`src/rtl/lock_status_group.sv`:
```
module lock_status_group #(
  parameter int DATA_W = 16,
  parameter logic [DATA_W-1:0] USED_MASK = 16'h006F,
  parameter int SYNC_STAGES = 2,
  parameter int ADDR_W = 3
) (
  input  logic              clk,
  input  logic              rst_n,
  input  logic [DATA_W-1:0] status_in,
  input  logic              wr_en,
  input  logic              rd_en,
  input  logic [ADDR_W-1:0] addr,
  input  logic [DATA_W-1:0] wdata,
  output logic [DATA_W-1:0] rdata,
  output logic              summary_o
);
  localparam logic [ADDR_W-1:0] A_COND = ADDR_W'(0);
  localparam logic [ADDR_W-1:0] A_RISE = ADDR_W'(1);
  localparam logic [ADDR_W-1:0] A_FALL = ADDR_W'(2);
  localparam logic [ADDR_W-1:0] A_EVT  = ADDR_W'(3);
  localparam logic [ADDR_W-1:0] A_EN   = ADDR_W'(4);

  logic [DATA_W-1:0] sync_q [SYNC_STAGES];
  logic [DATA_W-1:0] cond, prev_q, rise_q, fall_q, en_q, evt_q, hit;
  logic rd_evt;

  always_ff @(posedge clk or negedge rst_n) begin
    if (!rst_n) begin
      for (int i = 0; i < SYNC_STAGES; i++) sync_q[i] <= '0;
    end else begin
      sync_q[0] <= status_in;
      for (int i = 1; i < SYNC_STAGES; i++) sync_q[i] <= sync_q[i-1];
    end
  end

  assign cond   = sync_q[SYNC_STAGES-1] & USED_MASK;
  assign hit    = (cond & ~prev_q & rise_q) | (~cond & prev_q & fall_q);
  assign rd_evt = rd_en && (addr == A_EVT);

  always_ff @(posedge clk or negedge rst_n) begin
    if (!rst_n) begin
      prev_q <= '0;
      rise_q <= USED_MASK;
      fall_q <= '0;
      en_q   <= '0;
      evt_q  <= '0;
    end else begin
      prev_q <= cond;
      evt_q  <= rd_evt ? hit : (evt_q | hit);
      if (wr_en) begin
        case (addr)
          A_RISE:  rise_q <= wdata & USED_MASK;
          A_FALL:  fall_q <= wdata & USED_MASK;
          A_EN:    en_q   <= wdata & USED_MASK;
          default: ;
        endcase
      end
    end
  end

  always_comb begin
    case (addr)
      A_COND:  rdata = cond;
      A_RISE:  rdata = rise_q;
      A_FALL:  rdata = fall_q;
      A_EVT:   rdata = evt_q;
      A_EN:    rdata = en_q;
      default: rdata = '0;
    endcase
  end

  assign summary_o = |(evt_q & en_q);

  logic [3:0] warm_q;
  always_ff @(posedge clk or negedge rst_n) begin
    if (!rst_n) warm_q <= '0;
    else if (warm_q < 4'(SYNC_STAGES)) warm_q <= warm_q + 4'd1;
  end

  assert_cond_tracks_R1: assert property (@(posedge clk) disable iff (!rst_n)
    (warm_q == 4'(SYNC_STAGES)) |-> cond == $past(status_in & USED_MASK, SYNC_STAGES));

  assert_rise_sets_R3: assert property (@(posedge clk) disable iff (!rst_n)
    (|(cond & ~prev_q & rise_q)) |=>
      ((evt_q & $past(cond & ~prev_q & rise_q)) == $past(cond & ~prev_q & rise_q)));

  assert_fall_sets_R4: assert property (@(posedge clk) disable iff (!rst_n)
    (|(~cond & prev_q & fall_q)) |=>
      ((evt_q & $past(~cond & prev_q & fall_q)) == $past(~cond & prev_q & fall_q)));

  assert_sticky_R6: assert property (@(posedge clk) disable iff (!rst_n)
    !rd_evt |=> ((evt_q & $past(evt_q)) == $past(evt_q)));

  assert_read_clears_R6: assert property (@(posedge clk) disable iff (!rst_n)
    (rd_evt && hit == '0) |=> evt_q == '0);

  assert_summary_quiet_R8: assert property (@(posedge clk) disable iff (!rst_n)
    (evt_q == '0) |-> !summary_o);
endmodule

```
`config.mk`:
```
export PLATFORM = sky130hd
export DESIGN_NAME = lock_status_group
export DESIGN_NICKNAME = d
export VERILOG_FILES = /design/src/rtl/lock_status_group.sv
export SDC_FILE = /design/constraint.sdc
export NUM_CORES = 1
export LEC_CHECK = 0
export ABC_AREA = 1
export BUFFER_PORTS_ARGS = -buffer_cell sky130_fd_sc_hd__buf_4
export CAP_MARGIN = 40
export CORE_MARGIN = 1.5
export CORE_UTILIZATION = 51
export DETAILED_ROUTE_END_ITERATION = 16
export MAX_ROUTING_LAYER = met4
export PLACE_DENSITY = 0.9
export SKIP_LAST_GASP = 1
export SLEW_MARGIN = 20
export SYNTH_ARGS = -nofsm -noshare
export SYNTH_HDL_FRONTEND = slang
export SYNTH_SLANG_ARGS = --single-unit
```
`constraint.sdc`:
```
create_clock -name clk -period 1.1 [get_ports clk]
set_input_delay 0.055 -clock clk [delete_from_list [all_inputs] [get_ports clk]]
set_output_delay 0.055 -clock clk [all_outputs]
set_load 0.005 [all_outputs]
```
==> run summary, run 1 <==
Outcome = finished, violations left
Failing checks = negative setup slack
DRT antenna net count = 0
Initial DRC count = 142
Most frequent cells in the layout = nand2_1, buf_4, dfrtp_1, nor2_1, nand3_1
Register area share after synthesis = 54.7%
Full die area = 0.00417 mm²
Initial Utilization = 52.9%
Final weighted congestion in routability-driven placement = 0.931
Max Cap Viol = 0
Post-Layout Cell Count = 335
Worst endpoint data arrival time = 1190 ps
Slack of the critical path = -142 ps
Final hold viol count = 0
First-pass iteration count of the detailed router = 4
DRT met1 WL = 1740 µm
CP Launch Point = rise_q[3]$_DFFE_PN1P_
Synth top area cells = dfrtp_1, nand2_1, dfstp_2
DRC viols = 0
Fmax = 805 MHz
DP Wirelength = 2820 µm
Type of origin of the critical path = flop
Global Route Usage Sum = 22.8%
Vert. Die Dim = 64.6 µm
FP Rows = 22
RSZ-0062 raised after global routing = true
Post-synthesis cell type count = 20
Crit Path Max Fanout = 2
Post-synth top area cell = dfrtp_1
# IOs = 56
Post-synth top area share = 46.5%
Cell area after synthesis = 0.00194 mm²
Clock buffer depth = 2
Final slew viol count = 0
Design Area, Final = 0.00250 mm²
Cells after synthesis = 230
Final Setup Violations = 7
CP Class = flop to output pin
Mapped Avg Cell Area = 8.42 µm²
CTS tree = yes
Measured slew at the worst slew-check pin = 519 ps
Final min period = 1240 ps
Area after DPL = 0.00218 mm²
IO Port Bufs = 25
Register area = 0.00106 mm²
Met3 Wirelength = 308 µm
Worst r2r src = rise_q[6]$_DFFE_PN1P_
Multi-input gate area = 746 µm²
Min-delay src = rd_en
Syn-to-layout area delta = 29.3%
Global-route wire length before repair = 6990 µm
Root Buffer = clkbuf_8
Maximum vdd drop = 0.945 mV
Die width = 64.6 µm
Cell chain of the critical path = inv_2 > nor2_2 > nor2_1 > nand2_1 > buf_4
Via density = 4.99
Most common cell after layout, fill and taps aside = nand2_1
Leak = 1.24 nW
Worst Hold Margin = 144 ps
Crit share post-route = 113%
Crit-path slowest cell = dfstp_2
WP data required = 1040 ps
Clk_lat worst skew = 290 ps
Placed Instances = 305
Total gr overflow = 0
Clock Sinks = 42
Critical Path Sink Type = output pin
FILL cells = 299
Pwr dens = 1480 mW/mm²
Largest net degree at the start of global routing = 43
Layout net count = 325
Total number of vias = 1,670
Clk_skew = 5.52 ps
Ant. Diodes = 0
Initial antenna violation count = 0
Clock Pin Slew Worst Setup and Hold Paths = 80 ps
Num CTS Buffers = 5
CTS H-tree lvls = 2
Rel. slew slack = 65.4%
Yosys warns = 0
Crit path largest cell delay = 530 ps
Worst Hold Class = input port to flop
WL/cell = 12.5 µm
Number of global-route vias before repair = 1,626
Flop and latch count out of synthesis = 42
Std-Cell Core Area = 0.00366 mm²
DR top layer = met4
Final WL = 4200 µm
Met2 routed WL = 2100 µm
Share of cells above drive strength 1 = 27.9%
-- sequential cells by signal, summed over array words and instances, names as in the netlist --
signal  flops
cond        6
en_q        6
evt_q       6
sync_q      6
fall_q      6
rise_q      6
prev_q      6
-- cells in the mapped netlist --
library cell,instances
buf_2,1
o21ai_0,18
nand3_4,1
nand3_1,20
buf_6,1
nand4_1,1
nand2_1,63
inv_2,1
nor2_1,29
dfstp_2,6
buf_4,12
a21oi_1,8
nand3_2,1
clkbuf_1,1
nor2_4,4
dfrtp_1,36
o21ai_1,4
nand2_2,1
inv_1,21
conb_1,1
-- what timing repair did --
action | in CTS | in global routing
hold buffers | 13 | 0
gates resized for setup | 11 | 10
setup buffers | 7 | 2
pin swaps | 18 | 12
setup endpoints to repair | 7 | 7
hold endpoints to repair | 54 | 0
-- worst max-delay path, delay by kind of cell (launching register included) --
family | cells | cell delay [ps]
DFF | 1 | 530
buffers and inverters | 2 | 140
and+or+nand+nor | 3 | 220
-- cell type report --
type | instances | area share (%)
Timing Repair Buffer | 55 | 18.6
Inverter | 22 | 3.30
Tap cell | 48 | 2.40
Clock inverter | 1 | 0.200
Multi-Input combinational cell | 160 | 29.8
Sequential cell | 42 | 42.3
Clock buffer | 7 | 3.45
-- worst paths after layout --
| kind | depth (start not counted) | to | slack (ps) |
|---|---|---|---|
| worst max-delay path | 5 | rdata[3] | -140 |
| worst min-delay path | 4 | evt_q[5]$_DFF_PN0_ | 140 |
| worst max register to register | 5 | evt_q[6]$_DFF_PN0_ | 100 |
| worst min register to register | 0 | cond[6]$_DFF_PN0_ | 350 |
| max in group asynchronous | 2 | rise_q[5]$_DFFE_PN1P_ | 440 |
| min in group asynchronous | 2 | prev_q[3]$_DFF_PN0_ | 290 |
-- report_power, final --
group / internal [mW] / switching, mW / leakage, nW
logic: 0.378 / 0.413 / 0.712
clock network: 0.506 / 0.492 / 0.0482
registers: 1.79 / 0.132 / 0.482
total: 2.67 / 1.04 / 1.24
-- per-stage QoR --
stage | power, mW | setup slack [ps] | setup TNS, ps | util [%]
CTS | 3.68 | -118 | -733 | 67.3
global placement | 2.51 | 125 | 0 | 59.5
floorplan | 2.29 | 251 | 0 | -
global route | 3.92 | -196 | -1210 | 68.4
detailed placement | 2.55 | 102 | 0 | 59.5
finish | 3.71 | -142 | -723 | 68.4
-- per-layer routing --
layer  vias to the layer above  GRT usage, %
met5                         -             -
li1                        816             -
met3                         6          5.21
met1                       788          26.2
met4                         0          8.78
met2                        60          39.2
-- kinds of logic after synthesis --
group	synth area share, %
simple gates	27.4
other cells	0.194
buf+inv	9.95
compound gates	7.76
flops	54.7
Power figures use the tool's default switching activity.
==> run 2: changes to the inputs <==
- GPL_TIMING_DRIVEN: unset -> 0
- PLACE_DENSITY: 0.9 -> 0.79
==> run 2 against run 1 <==
  * The flow still finishes with violations (negative setup slack)
  * Worst setup slack got worse by 17 ps
  * Clock power up 45%
  * Fmax decreased by 1.4%
  * Wire length rose by 3.3%
  * Count of clock-buffer cells in the layout shrank 2
  * Global-route usage rose by 0.40 points
  * Non-clock buffer count rose by 10
  * Worst hold slack about the same
  * Utilization grew 3.3 points
  * Critical path depth unchanged
  * Sequential power barely moved
  * Critical path type unchanged
==> run summary, run 2 (synthesis results as in run 1) <==
FF-to-FF End = evt_q[6]$_DFF_PN0_
Critical Path Sink Type = output pin
Initial antenna violation count = 0
Post-Layout Cell Count = 345
Initial DRC count = 111
Power consumption = 4.18 mW
WL/cell = 12.6 µm
CTS tree = yes
Worst endpoint data arrival time = 1200 ps
Fmax = 794 MHz
Met3 Wirelength = 278 µm
DRT antenna net count = 0
Syn-to-layout area delta = 35.7%
Setup_tns = -863 ps
Worst r2r src = rise_q[6]$_DFFE_PN1P_
Cell chain of the critical path = nand3_2 > nand2_2 > inv_2 > nand2_2 > buf_6
Cell mode on critical path = nand2_2
Die width = 64.6 µm
Clk_lat worst skew = 300 ps
DRC viols = 0
Number of global-route vias before repair = 1,592
Slack of the critical path = -159 ps
Num CTS Buffers = 5
DRT met1 WL = 1780 µm
Crit-path slowest cell = dfstp_2
Vert. Die Dim = 64.6 µm
Initial Utilization = 52.9%
Met2 routed WL = 2200 µm
Multi-input gate area = 762 µm²
FF-to-FF setup slack = 50 ps
Maximum vdd drop = 1.02 mV
Clock Pin Slew Worst Setup and Hold Paths = 80 ps
First-pass iteration count of the detailed router = 4
Outcome = finished, violations left
WP data required = 1040 ps
Global-route wire length before repair = 7020 µm
Design Area, Final = 0.00263 mm²
Std-Cell Core Area = 0.00366 mm²
Worst Hold Margin = 144 ps
Final WL = 4340 µm
Failing checks = negative setup slack
Worst Hold Class = input port to flop
Crit share post-route = 114%
Crit path largest cell delay = 550 ps
Clock Sinks = 42
Min-delay src = wr_en
Final hold viol count = 0
DP Wirelength = 2650 µm
Ant. Diodes = 0
Via density = 5.05
Root Buffer = clkbuf_8
CTS H-tree lvls = 2
Final weighted congestion in routability-driven placement = 0.904
Measured slew at the worst slew-check pin = 581 ps
DR top layer = met4
Total gr overflow = 0
Worst Hold Path Cells = 5
Pwr dens = 1590 mW/mm²
Final Setup Violations = 7
Final min period = 1260 ps
FILL cells = 266
Most frequent cells in the layout = nand2_1, buf_4, dfrtp_1, nor2_1, nand3_1
Global Route Usage Sum = 23.2%
Max Cap Viol = 0
IO Port Bufs = 24
Crit Path Max Fanout = 2
Reg2reg path depth = 6
Most common cell after layout, fill and taps aside = nand2_1
Clock buffer depth = 2
Final slew viol count = 0
Area after DPL = 0.00221 mm²
Register area = 0.00106 mm²
Layout net count = 335
RSZ-0062 raised after global routing = true
# IOs = 56
Total number of vias = 1,742
Type of origin of the critical path = flop
Share of cells above drive strength 1 = 30.3%
Placed Instances = 311
CP Class = flop to output pin
Hold Path Sink = rise_q[6]$_DFFE_PN1P_
Clk_skew = 3.65 ps
FP Rows = 22
Rel. slew slack = 61.2%
Largest net degree at the start of global routing = 43
Leak = 1.32 nW
Full die area = 0.00417 mm²
[run 2: changes by cell type in the layout (fill, tap and decap cells not counted), sizes merged]
cell / previous run / this run
buf: 42 / 51
bufinv: 0 / 2
clkbuf: 7 / 6
[run 2: layout make-up]
type | instances | share of cell area, %
Multi-Input combinational cell | 160 | 29.0
Timing Repair Buffer | 50 | 15.8
Buffer | 15 | 4.19
Clock inverter | 3 | 2.62
Tap cell | 48 | 2.29
Inverter | 22 | 3.14
Clock buffer | 5 | 2.62
Sequential cell | 42 | 40.3
[run 2: critical path: cells and delay by family, from the launching register on]
family,cells,cell delay [ps]
flip-flops,1,550
AND/OR/NAND/NOR,3,230
buffers and inverters,2,130
[run 2: worst max-delay path by stage]
stage	depth (start not counted)	slack [ps]	from	end
6_report	5	-160	rise_q[1]$_DFFE_PN1P_	rdata[1]
3_3_place_gp	6	-40	wr_en	fall_q[1]$_DFFE_PN0P_
2_1_floorplan	5	250	addr[2]	fall_q[1]$_DFFE_PN0P_
4_1_cts	5	-140	rise_q[1]$_DFFE_PN1P_	rdata[1]
5_1_grt	5	-210	rise_q[1]$_DFFE_PN1P_	rdata[1]
3_5_place_dp	6	-90	wr_en	fall_q[1]$_DFFE_PN0P_
[run 2: metal layers]
| layer | vias up | track usage (%) |
|---|---|---|
| li1 | 838 | - |
| met1 | 831 | 27.5 |
| met2 | 60 | 38.9 |
| met3 | 13 | 5.21 |
| met4 | 0 | 9.04 |
| met5 | - | - |
[run 2: stage by stage]
stage | worst slack [ps] | utilization (%)
CTS | -144 | 69.7
detailed placement | -93.3 | 60.4
global route | -210 | 71.7
global placement | -42.1 | 60.4
finish | -159 | 71.7
floorplan | 251 | -
[run 2: repair_timing]
item                                    4_1_cts  5_1_grt
gates resized for setup                       7       16
pin swaps                                    14        8
endpoints found under the setup margin        7        8
setup buffers                                 9        4
hold endpoints to repair                     58        0
gates cloned                                  0        0
hold buffers                                 13        0
[run 2: power breakdown]
part,switching (mW),internal (mW),total [mW]
logic,0.425,0.398,0.823
registers,0.127,1.78,1.91
clock network,0.539,0.909,1.45
==> run 3: changes to the inputs <==
- PLACE_DENSITY: 0.79 -> 0.8
- SETUP_SLACK_MARGIN: unset -> 0.2
==> run 3 against run 2 <==
  * The flow still finishes with violations (negative setup slack)
  * Non-clock buffer count shrank 5
  * Wire length grew 1.5%
  * Fmax grew 1.5%
  * Global-route usage grew 0.084 points
  * Critical path depth is the same
  * Design area shrank 1.0%
  * Clock power shrank 21%
  * Final cell count shrank 1.4%
  * Total power shrank 7.3%
  * Worst setup slack gained 19 ps
  * First-iteration DRC count shrank 30%
  * Highest routed layer unchanged
==> run summary, run 3 (synthesis results as in run 1) <==
Outcome = finished, violations left
Failing checks = negative setup slack
WP data required = 1040 ps
Std-Cell Core Area = 0.00366 mm²
Crit Path Max Fanout = 2
Clock power share = 29.4%
Crit share post-route = 113%
Max Cap Viol = 0
Crit path largest cell delay = 550 ps
Full die area = 0.00417 mm²
CP Class = flop to output pin
Via density = 5.03
Measured slew at the worst slew-check pin = 509 ps
Syn-to-layout area delta = 34.3%
Crit-path leading delay family = flip-flops
Final hold viol count = 0
DRT antenna net count = 0
Int Pwr = 2.81 mW
Crit path depth = 5
Largest net degree at the start of global routing = 43
Fmax = 806 MHz
Area after DPL = 0.00221 mm²
Net Switching = 1.07 mW
Worst endpoint data arrival time = 1190 ps
FP Rows = 22
Worst Hold Class = input port to flop
Worst r2r src = rise_q[2]$_DFFE_PN1P_
Total number of vias = 1,710
Rel. slew slack = 66.1%
Most common cell after layout, fill and taps aside = nand2_1
Layout net count = 330
Sequential Power Share = 49.4%
Clk_lat worst skew = 300 ps
Reg2reg path depth = 5
# IOs = 56
FILL cells = 280
Multi-input gate area = 791 µm²
Post-Layout Cell Count = 340
Clock buffer depth = 2
Clk_skew = 4.06 ps
Final weighted congestion in routability-driven placement = 0.833
Register area = 0.00106 mm²
Slack of the critical path = -140 ps
Global Route Usage Sum = 23.3%
Clock Pin Slew Worst Setup and Hold Paths = 80 ps
Total gr overflow = 0
Placed Instances = 311
Maximum vdd drop = 1.11 mV
Cell chain of the critical path = nand3_2 > nand2_2 > inv_2 > nand2_2 > buf_6
DRC viols = 0
CP bufs+invs = 2
Hold Path Sink = rise_q[0]$_DFFE_PN1P_
Most frequent cells in the layout = nand2_1, buf_4, dfrtp_1, nor2_1, nand3_1
Die width = 64.6 µm
Root Buffer = clkbuf_8
Clock Sinks = 42
FF-to-FF setup slack = 140 ps
Final slew viol count = 0
Final min period = 1240 ps
Global-route wire length before repair = 7010 µm
Post-layout util = 71.0%
Share of cells above drive strength 1 = 32.2%
Min-delay src = wr_en
Worst Hold Path Cells = 5
Pwr dens = 1490 mW/mm²
RSZ-0062 raised after global routing = true
Type of origin of the critical path = flop
Num CTS Buffers = 5
Initial antenna violation count = 0
Final Setup Violations = 7
Critical Path Sink Type = output pin
CTS H-tree lvls = 2
Sw frac = 27.5%
Vert. Die Dim = 64.6 µm
CTS tree = yes
IO Port Bufs = 24
DP Wirelength = 2690 µm
Power share of the combinational group = 21.2%
First-pass iteration count of the detailed router = 4
WL/cell = 13.0 µm
FF-to-FF End = evt_q[2]$_DFF_PN0_
Leak = 1.29 nW
Final WL = 4410 µm
Crit-path slowest cell = dfstp_2
Cell mode on critical path = nand2_2
Initial DRC count = 78
Initial Utilization = 52.9%
Ant. Diodes = 0
Design Area, Final = 0.00260 mm²
Number of global-route vias before repair = 1,531
-- run 3: changes by cell type in the layout (fill, tap and decap cells not counted), sizes merged --
| cell | change |
|---|---|
| clkbuf | +3 |
| bufinv | -2 |
| clkinv | -1 |
| buf | -5 |
-- run 3: per-stage QoR --
step	hold slack, ps	power, mW	TNS [ps]	setup WS (ps)
floorplan	-241	2.29	0	251
global placement	62.5	2.52	-345	-48.7
detailed placement	63.8	2.54	-483	-65.9
CTS	127	3.76	-844	-169
global route	154	4.07	-1230	-189
finish	125	3.87	-783	-140
-- run 3: power groups by stage --
| stage | clock network (mW) | registers [mW] | logic, mW |
|---|---|---|---|
| 2_1_floorplan | 0 | 1.90 | 0.387 |
| 3_3_place_gp | 0 | 1.92 | 0.601 |
| 3_5_place_dp | 0 | 1.93 | 0.618 |
| 4_1_cts | 1.15 | 1.91 | 0.703 |
| 5_1_grt | 1.23 | 1.93 | 0.910 |
| 6_report | 1.14 | 1.92 | 0.820 |
-- run 3: repair_timing --
action / in CTS / in global routing
pin swaps: 17 / 21
endpoints found under the hold margin: 57 / 0
buffers inserted: 4 / 4
hold buffers: 13 / 0
setup endpoints to repair: 7 / 28
gates resized for setup: 7 / 30
-- run 3: final cells by class --
cell class | instances | area share, %
Clock buffer | 8 | 4.24
Tap cell | 48 | 2.31
Inverter | 22 | 3.18
Timing Repair Buffer | 45 | 14.8
Multi-Input combinational cell | 160 | 30.4
Buffer | 15 | 4.29
Sequential cell | 42 | 40.7
-- run 3: worst max path at each step --
stage	from	to	slack [ps]
after floorplan	addr[2]	fall_q[1]$_DFFE_PN0P_	250
after global placement	wr_en	fall_q[1]$_DFFE_PN0P_	-50
after detailed placement	wr_en	fall_q[1]$_DFFE_PN0P_	-70
after CTS	rise_q[1]$_DFFE_PN1P_	rdata[1]	-170
after global routing	evt_q[2]$_DFF_PN0_	summary_o	-190
final	rise_q[1]$_DFFE_PN1P_	rdata[1]	-140
-- run 3: per-layer routing --
layer  track usage, %  share of wire (%)  wire, µm
met1             30.5                 43      1890
met2             36.1                 49      2180
met3             3.99                6.3       277
met4             10.4                1.4        63
met5                -                  0         0
-- run 3: worst register-to-register path, stage by stage, from the launching register on --
cell and delay (ps):
dfstp_2 530, inv_2 40, buf_4 130, nor2_2 70, a21oi_1 70, nand2_1 70
